===== config.mk =====
export PLATFORM = sky130hd
export DESIGN_NAME = stereo_vol_ramp
export DESIGN_NICKNAME = d
export VERILOG_FILES = /design/src/rtl/vol_pkg.sv /design/src/rtl/vol_gain_lut.sv /design/src/rtl/vol_ramp.sv /design/src/rtl/vol_scale.sv /design/src/rtl/stereo_vol_ramp.sv
export SDC_FILE = /design/constraint.sdc
export NUM_CORES = 2
export LEC_CHECK = 0
export BUFFER_PORTS_ARGS = -buffer_cell sky130_fd_sc_hd__buf_2
export CORE_UTILIZATION = 35
export CTS_BUF_LIST = sky130_fd_sc_hd__clkbuf_8
export CTS_CLUSTER_SIZE = 20
export DETAILED_ROUTE_END_ITERATION = 10
export PLACE_DENSITY = 0.6
export SYNTH_ARGS = -nofsm -noshare
export SYNTH_HDL_FRONTEND = slang
export SYNTH_HIERARCHICAL = 1
export SYNTH_SLANG_ARGS = --single-unit

===== constraint.sdc =====
create_clock -name clk_i -period 10.5 [get_ports clk_i]
set_input_delay 2.1 -clock clk_i [delete_from_list [all_inputs] [get_ports clk_i]]
set_output_delay 2.1 -clock clk_i [all_outputs]
set_load 0.05 [all_outputs]

===== src/rtl/vol_pkg.sv =====
package vol_pkg;
  localparam int DEF_SAMPLE_W = 16;
  localparam int DEF_CODE_W   = 8;
  localparam int DEF_GAIN_W   = 16;
  localparam int DEF_FRAC_W   = 15;
  localparam int DEF_UNITY    = 'h3C;
  localparam int DEF_FLOOR    = 'hF0;
  localparam int DEF_MUTE     = 'hFC;
  localparam real DEF_STEP_DB = 0.5017;

  // Q(frac) gain for idx steps below unity, rounded to nearest
  function automatic int unsigned db_gain(int unsigned idx, real step_db, int frac_w);
    real lin;
    lin = $pow(10.0, -(step_db * real'(idx)) / 20.0);
    return int'($rtoi(lin * real'(64'd1 << frac_w) + 0.5));
  endfunction
endpackage


===== src/rtl/vol_gain_lut.sv =====
module vol_gain_lut
  import vol_pkg::*;
#(
  parameter int  GAIN_W  = DEF_GAIN_W,
  parameter int  FRAC_W  = DEF_FRAC_W,
  parameter int  STEPS   = DEF_FLOOR - DEF_UNITY + 1,
  parameter real STEP_DB = DEF_STEP_DB,
  parameter int  IDX_W   = $clog2(STEPS + 1)
) (
  input  logic [IDX_W-1:0]  idx_i,
  output logic [GAIN_W-1:0] gain_o,
  output logic              mute_o
);
  logic [GAIN_W-1:0] tab [STEPS];

  for (genvar i = 0; i < STEPS; i++) begin : g_tab
    localparam int unsigned G = db_gain(i, STEP_DB, FRAC_W);
    assign tab[i] = GAIN_W'(G);
  end

  always_comb begin
    mute_o = (int'(idx_i) >= STEPS);
    gain_o = mute_o ? '0 : tab[idx_i];
  end
endmodule


===== src/rtl/vol_ramp.sv =====
module vol_ramp
  import vol_pkg::*;
#(
  parameter int CODE_W     = DEF_CODE_W,
  parameter int UNITY_CODE = DEF_UNITY,
  parameter int FLOOR_CODE = DEF_FLOOR,
  parameter int MUTE_CODE  = DEF_MUTE,
  parameter int FLOOR_IDX  = FLOOR_CODE - UNITY_CODE,
  parameter int MUTE_IDX   = FLOOR_IDX + 1,
  parameter int IDX_W      = $clog2(MUTE_IDX + 1)
) (
  input  logic              clk_i,
  input  logic              rst_ni,
  input  logic              valid_i,
  input  logic              ramp_en_i,
  input  logic [CODE_W-1:0] code_i,
  output logic [IDX_W-1:0]  idx_o
);
  logic [IDX_W-1:0] tgt, cur_q, cur_d;

  // code -> step index; reserved low band = 0 dB, upper gap = floor, top = mute
  always_comb begin
    if (int'(code_i) < UNITY_CODE)       tgt = '0;
    else if (int'(code_i) >= MUTE_CODE)  tgt = IDX_W'(MUTE_IDX);
    else if (int'(code_i) > FLOOR_CODE)  tgt = IDX_W'(FLOOR_IDX);
    else                                 tgt = IDX_W'(int'(code_i) - UNITY_CODE);
  end

  always_comb begin
    cur_d = cur_q;
    if (!ramp_en_i)        cur_d = tgt;
    else if (cur_q < tgt)  cur_d = cur_q + 1'b1;
    else if (cur_q > tgt)  cur_d = cur_q - 1'b1;
  end

  // strobed sample uses the already advanced setting
  assign idx_o = cur_d;

  always_ff @(posedge clk_i or negedge rst_ni) begin
    if (!rst_ni)      cur_q <= '0;
    else if (valid_i) cur_q <= cur_d;
  end

  AST_RAMP_ONE_STEP: assert property (@(posedge clk_i) disable iff (!rst_ni)
    (valid_i && ramp_en_i) |=> (cur_q == $past(cur_q) || cur_q == $past(cur_q) + 1'b1 ||
                                cur_q == $past(cur_q) - 1'b1));
  AST_IDLE_HOLD: assert property (@(posedge clk_i) disable iff (!rst_ni)
    !valid_i |=> $stable(cur_q));
  AST_IDX_RANGE: assert property (@(posedge clk_i) disable iff (!rst_ni)
    int'(cur_q) <= MUTE_IDX);
endmodule


===== src/rtl/vol_scale.sv =====
module vol_scale
  import vol_pkg::*;
#(
  parameter int SAMPLE_W = DEF_SAMPLE_W,
  parameter int GAIN_W   = DEF_GAIN_W,
  parameter int FRAC_W   = DEF_FRAC_W
) (
  input  logic signed [SAMPLE_W-1:0] sample_i,
  input  logic        [GAIN_W-1:0]   gain_i,
  input  logic                       mute_i,
  output logic signed [SAMPLE_W-1:0] sample_o
);
  localparam int PW = SAMPLE_W + GAIN_W + 2;
  localparam logic signed [PW-1:0] SMAX = PW'((64'sd1 <<< (SAMPLE_W - 1)) - 1);
  localparam logic signed [PW-1:0] SMIN = -SMAX - 1;
  localparam logic signed [PW-1:0] HALF = PW'(64'sd1 <<< (FRAC_W - 1));

  logic signed [PW-1:0] prod, shf;

  always_comb begin
    prod = PW'(sample_i) * $signed(PW'(gain_i));
    shf  = (prod + HALF) >>> FRAC_W;
    if (mute_i)          sample_o = '0;
    else if (shf > SMAX) sample_o = SMAX[SAMPLE_W-1:0];
    else if (shf < SMIN) sample_o = SMIN[SAMPLE_W-1:0];
    else                 sample_o = shf[SAMPLE_W-1:0];
  end
endmodule


===== src/rtl/stereo_vol_ramp.sv =====
module stereo_vol_ramp
  import vol_pkg::*;
#(
  parameter int  SAMPLE_W   = DEF_SAMPLE_W,
  parameter int  CODE_W     = DEF_CODE_W,
  parameter int  GAIN_W     = DEF_GAIN_W,
  parameter int  FRAC_W     = DEF_FRAC_W,
  parameter int  UNITY_CODE = DEF_UNITY,
  parameter int  FLOOR_CODE = DEF_FLOOR,
  parameter int  MUTE_CODE  = DEF_MUTE,
  parameter real STEP_DB    = DEF_STEP_DB
) (
  input  logic                       clk_i,
  input  logic                       rst_ni,
  input  logic                       valid_i,
  input  logic signed [SAMPLE_W-1:0] left_i,
  input  logic signed [SAMPLE_W-1:0] right_i,
  input  logic [2*CODE_W-1:0]        vol_word_i,
  input  logic                       ramp_en_i,
  output logic                       valid_o,
  output logic signed [SAMPLE_W-1:0] left_o,
  output logic signed [SAMPLE_W-1:0] right_o
);
  localparam int NCH       = 2;
  localparam int FLOOR_IDX = FLOOR_CODE - UNITY_CODE;
  localparam int MUTE_IDX  = FLOOR_IDX + 1;
  localparam int IDX_W     = $clog2(MUTE_IDX + 1);

  logic signed [SAMPLE_W-1:0] smp_in [NCH];
  logic signed [SAMPLE_W-1:0] smp_sc [NCH];
  logic signed [SAMPLE_W-1:0] smp_q  [NCH];

  assign smp_in[0] = left_i;
  assign smp_in[1] = right_i;

  for (genvar ch = 0; ch < NCH; ch++) begin : g_ch
    logic [IDX_W-1:0]  idx;
    logic [GAIN_W-1:0] gain;
    logic              mute;

    vol_ramp #(
      .CODE_W(CODE_W), .UNITY_CODE(UNITY_CODE), .FLOOR_CODE(FLOOR_CODE),
      .MUTE_CODE(MUTE_CODE), .FLOOR_IDX(FLOOR_IDX), .MUTE_IDX(MUTE_IDX), .IDX_W(IDX_W)
    ) u_ramp (
      .clk_i(clk_i), .rst_ni(rst_ni), .valid_i(valid_i), .ramp_en_i(ramp_en_i),
      .code_i(vol_word_i[ch*CODE_W +: CODE_W]), .idx_o(idx)
    );

    vol_gain_lut #(
      .GAIN_W(GAIN_W), .FRAC_W(FRAC_W), .STEPS(FLOOR_IDX + 1),
      .STEP_DB(STEP_DB), .IDX_W(IDX_W)
    ) u_lut (
      .idx_i(idx), .gain_o(gain), .mute_o(mute)
    );

    vol_scale #(
      .SAMPLE_W(SAMPLE_W), .GAIN_W(GAIN_W), .FRAC_W(FRAC_W)
    ) u_scale (
      .sample_i(smp_in[ch]), .gain_i(gain), .mute_i(mute), .sample_o(smp_sc[ch])
    );

    always_ff @(posedge clk_i or negedge rst_ni) begin
      if (!rst_ni)      smp_q[ch] <= '0;
      else if (valid_i) smp_q[ch] <= smp_sc[ch];
    end
  end

  always_ff @(posedge clk_i or negedge rst_ni) begin
    if (!rst_ni) valid_o <= 1'b0;
    else         valid_o <= valid_i;
  end

  assign left_o  = smp_q[0];
  assign right_o = smp_q[1];

  AST_VALID_LATENCY: assert property (@(posedge clk_i) disable iff (!rst_ni)
    valid_i |=> valid_o);
  AST_VALID_QUIET: assert property (@(posedge clk_i) disable iff (!rst_ni)
    !valid_i |=> !valid_o);
  AST_MUTE_ZERO: assert property (@(posedge clk_i) disable iff (!rst_ni)
    (valid_i && !ramp_en_i && int'(vol_word_i[CODE_W-1:0]) >= MUTE_CODE) |=> left_o == '0);
  AST_OUT_HOLD: assert property (@(posedge clk_i) disable iff (!rst_ni)
    !valid_i |=> ($stable(left_o) && $stable(right_o)));
endmodule


## Yosys cells after proc, flatten, opt, wreduce, memory -nomap -nowiden

Memories as Yosys holds them, arrays and structs flattened.
Index checks and enable logic that the tools add are counted.

- Bitwise logic cells: 2
- Magnitude comparators: 18
- Muxes and demuxes: 24
- Add/subtract/negate cells: 8
- Multipliers: 2

Operators with widths:

| kind | count |
|---|---|
| 16-bit 2-to-1 mux | 12 |
| 8-bit 2-to-1 mux | 12 |
| 33-bit by 16-bit adder with 34-bit output, second input constant | 2 |
| 16-bit by 17-bit multiplier with 33-bit output | 2 |
| 19-bit by 16-bit > comparator with 1-bit output, second input constant | 2 |
| 19-bit by 16-bit < comparator with 1-bit output, second input constant | 2 |
| 8-bit greater-or-equal comparator, second input constant | 4 |
| 9-bit greater-or-equal comparator, second input constant | 2 |
| 8-bit NOT with 9-bit output | 2 |
| 8-bit by 1-bit adder with 8-bit output, second input constant | 2 |
| 8-bit > comparator | 2 |
| 8-bit > comparator, second input constant | 2 |
| 8-bit by 6-bit < comparator with 1-bit output, second input constant | 2 |
| 8-bit < comparator | 2 |
| 8-bit by 1-bit subtractor with 8-bit output, second input constant | 2 |
| 8-bit by 6-bit subtractor with 8-bit output, second input constant | 2 |

- Memories kept: 2
- Register bits: 49
- Logic and storage cells: 61
- ROM bits: 8192
- Input port bits: 52
- Output and inout bits: 33

Memories:

| memory | words | bits a word | read ports | clocked after Yosys merged registers in | wr ports | line | source |
|---|---|---|---|---|---|---|---|
| (no name shown) | 256 | 16 | 1 | 0 | 0 | vol_gain_lut.sv:23 | `gain_o = mute_o ? '0 : tab[idx_i];` |
| (no name shown) | 256 | 16 | 1 | 0 | 0 | vol_gain_lut.sv:23 |  |

## Longest topological paths before layout

- Depth after elaboration: 19
- Depth in mapped cells: 49
- Gate-level depth less buffers: 43

## Cells and area by module

Netlist, hierarchy kept.

By module, submodules not included:

| module | instances | area each (um2) | cells an instance |
|---|---|---|---|
| vol_scale at g_ch[0].u_scale | 1 | 9280.2 | 1076 |
| vol_scale at g_ch[1].u_scale | 1 | 8788.4 | 1014 |
| vol_ramp | 2 | 1346.3 | 178 |
| vol_gain_lut at g_ch[0].u_lut | 1 | 2458.6 | 388 |
| vol_gain_lut at g_ch[1].u_lut | 1 | 2444.8 | 390 |
| stereo_vol_ramp | 1 | 1370.1 | 69 |

## Worst setup path after synthesis

OpenSTA, ideal clock, no wires.

- Path kind: in2reg
- Start: in vol_word_i[10]
- End: reg smp_q (netlist bit right_o[5])
- Data arrival time: 12.609 ns
- Required time: 10.375 ns
- Path slack: -2.235 ns
- Library setup time: 0.125 ns
- Stages: 43
- Path through: ha_1 > nand3_1 > a2111oi_0 > a21oi_1 > ha_1 > nand2_1 > o21ai_0 > o22ai_1 > a221oi_2 > buf_2 > clkinv_1 > ha_1 > buf_2 > clkbuf_1 > nand2_1 > o311a_1 > o211a_1 > nor4_1 > [7 not listed] > inv_1 > fa_1 > fa_1 > inv_1 > fa_1 > inv_1 > ha_1 > a21oi_1 > o21ai_0 > a221oi_2 > o221ai_2 > a211o_2 > a311oi_2 > xnor2_1 > o31a_2 > buf_6 > a21o_1 > mux2_4

RTL lines:

| item | line | source |
|---|---|---|
| from (decl) | stereo_vol_ramp.sv:18 | `input logic [2*CODE_W-1:0] vol_word_i,` |
| to (signal, indexed assignment) | stereo_vol_ramp.sv:64 | `else if (valid_i) smp_q[ch] <= smp_sc[ch];` |
| to (decl) | stereo_vol_ramp.sv:31 | `logic signed [SAMPLE_W-1:0] smp_q [NCH];` |

==> impl_metrics.env <==
export IMPL_final_cell_mix="buf_4, inv_1, nand2_1, fa_1, ha_1"
export IMPL_finalCritPeriodShare_pct=111
export IMPL_drt_iter0_drc=1960
export IMPL_synth_fp_nets=4021
export IMPL_insertion_delay_ns=0.39
export IMPL_finalWorstSetupSlack_ns=-1.18
export IMPL_cts_root_buf="clkbuf_8"
export IMPL_grt_max_degree=52
export IMPL_drtAntennaViolNets=0
export IMPL_synth_top_area_cell="fa_1"
export IMPL_min_path_type="register to register"
export IMPL_viasPerCell=5.24
export IMPL_gp_congestion=0.997
export IMPL_cts_htree_levels=2
export IMPL_hpwlAfterDp_mm=69.8
export IMPL_tightest_slew_ns=0.956
export IMPL_tritoncts="done"
export IMPL_r2r_slack_ns=0.69
export IMPL_hold_violations=0
export IMPL_fin_nets=4689
export IMPL_die_x_um=280
export IMPL_fmax_mhz=85.6
export IMPL_cp_slowest_cell="fa_1"
export IMPL_path_buf_inv=12
export IMPL_first_pass_iters=5
export IMPL_violations="setup timing"
export IMPL_ios=85
export IMPL_cts_buffers=5
export IMPL_hold_slack_ns=0.519
export IMPL_vias=26200
export IMPL_post_route_min_period_ns=11.68
export IMPL_placedCellCount=4876
export IMPL_yosysTopAreaCellShare_pct=28.7
export IMPL_cp_top_family="adder cells"
export IMPL_initial_core_util_pct=35.5
export IMPL_rsz0062_at_grt="yes"
export IMPL_crit_fanout=15
export IMPL_track_usage_pct=22.5
export IMPL_async_reset_ff_share_pct=100
export IMPL_synth_cell_type_count=120
export IMPL_worstSetupPathType="primary input to register"
export IMPL_outcome="finished, violations left"
export IMPL_cp_start_kind="primary input"
export IMPL_layout_drive_gt1_share_pct=32.2
export IMPL_syn2layout_area_growth_pct=33.8
export IMPL_synth_edf_count=0
export IMPL_postSynthAreaPerCell_sq_um=8.21
export IMPL_fin_cells=4995
export IMPL_row_count=101
export IMPL_synthFlopType="dfrtp_1"
export IMPL_syn_inst=3293
export IMPL_cts_sinks=49
export IMPL_final_common_cell="buf_4"
export IMPL_synth_top_cells_by_area="fa_1, ha_1, inv_1, nand2_1, and2_1"
export IMPL_synth_cell_area_sq_um=27000
export IMPL_path_common_cell="fa_1"
export IMPL_cpPeakStageDelay_ns=0.55
export IMPL_drt_total_wl_mm=87.9
export IMPL_grt_pass1_vias=27000
export IMPL_route_detailed_drc=0
export IMPL_ys_ff_latch=49
export IMPL_slew_headroom_pct=36.3
export IMPL_final_setup_viol_count=32
export IMPL_grt_pass1_wl_mm=142
export IMPL_pre_cts_ws_ns=-1.97
export IMPL_ys_seq_area_share_pct=4.54
export IMPL_maxCapViolCount=0
export IMPL_crit_required_ns=10.76
export IMPL_cp_end_kind="register"
export IMPL_grt_ovfl_total=0
export IMPL_die_h_um=280
export IMPL_fin_worst_skew_ns=0.0321
export IMPL_antenna_found_initial=4
export IMPL_dieArea_sq_um=78400
export IMPL_coreArea_sq_um=76200
export IMPL_wire_per_inst_um=17.6
export IMPL_portBuffers=84
export IMPL_clk_path_buf_depth=2
export IMPL_ys_warn_count=6
export IMPL_slew_violations=0
export IMPL_crit_arrival_ns=11.94
export IMPL_path_clk_slew_ns=0.12
-- worst reg2reg max path: cells and delay by family, from the launching register on --
kind	cells	cell delay, ns
xor gates and xnor gates	1	0.21
adders and majority gates	8	3.56
AOI/OAI and AO/OA	9	2.16
DFF	1	0.58
and+or+nand+nor	8	1.26
muxes	2	0.53
buffers and inverters	11	1.44
-- repair_timing --
action | in CTS | in global routing
endpoints found under the setup margin | 32 | 32
buffers inserted | 76 | 30
hold buffers | 0 | 0
cloned | 6 | 1
gates resized for setup | 196 | 124
pin swaps | 66 | 96
-- worst paths after layout --
check,from,end,depth (start not counted)
max in group asynchronous,rst_ni,g_ch[0].u_ramp/cur_q[5],2
max reg2reg,g_ch[1].u_ramp/cur_q[0],right_o[1],39
max,vol_word_i[11],right_o[1],44
min reg2reg,right_o[11],right_o[11],1
min in group asynchronous,rst_ni,left_o[2],2
min,right_o[11],right_o[11],1
-- per-stage QoR --
stage	setup TNS, ns	util, %	cell area (sq um)
after global routing	-43.42	47.5	36200
final	-33.58	47.5	36200
after global placement	-53.47	44.5	33900
after detailed placement	-57.57	44.5	33900
after CTS	-32.08	46.5	35500
after floorplan	-30.22	-	28000
-- synthesized netlist by cell type, types with 9 or more instances --
master / n
inv_1: 524
nand2_1: 399
fa_1: 388
ha_1: 288
and2_1: 233
nor2_1: 151
a21oi_1: 142
clkbuf_1: 100
o21ai_0: 85
nand3_1: 70
nand2b_1: 67
buf_2: 50
nor3_1: 50
dfrtp_1: 49
o211ai_1: 38
nand4_1: 33
a21o_1: 30
mux2_4: 30
xnor2_1: 27
nor2b_1: 25
a211oi_1: 24
a31oi_1: 22
xor2_1: 18
a221oi_1: 16
buf_6: 16
o31ai_1: 16
o21a_1: 15
o22ai_1: 15
and3_1: 14
buf_4: 14
o221ai_1: 14
o21ai_1: 13
a211o_1: 12
or3_1: 12
mux2i_1: 11
nand3b_1: 11
or2_2: 11
a311oi_1: 10
o22ai_2: 10
a2111oi_0: 9
a21oi_2: 9
o311ai_0: 9
o311ai_1: 9
-- registers in the layout, indices dropped and copies added (netlist names) --
signal	count
valid_o	1
right_o	16
g_ch.u_ramp/cur_q	16
left_o	16
-- per-layer routing --
layer	global-route usage, %	vias up	wire, um
li1	-	12300	-
met1	28.3	12900	36800
met2	40.2	818	44300
met3	1.74	159	4100
met4	8.07	0	2690
met5	0	-	0
-- logic make-up (layout without fill, tap and decap cells) --
family | after synthesis | in the layout | share of synthesized area, %
AND/OR/NAND/NOR | 1129 | 1129 | 21.1
buffers and inverters | 721 | 1388 | 11.3
adder cells (fa/ha/maj) | 676 | 676 | 42.1
AO/OA/AOI/OAI | 623 | 625 | 17.1
multiplexers | 50 | 50 | 2.53
flip-flops | 49 | 49 | 4.54
XOR/XNOR | 45 | 45 | 1.46
other | 0 | 3 | 0
-- area by class of cell --
type                            instances  area [sq um]
Antenna cell                            3          7.51
Clock buffer                            5          68.8
Clock inverter                          3          25.0
Fill cell                            7307         40000
Inverter                              526          2000
Multi-Input combinational cell       2525         24700
Sequential cell                        49          1230
Tap cell                             1030          1290
Timing Repair Buffer                  854          6900
Power is not shown: default switching activity piles up to over one toggle a cycle in this logic, so the estimate is an artifact.
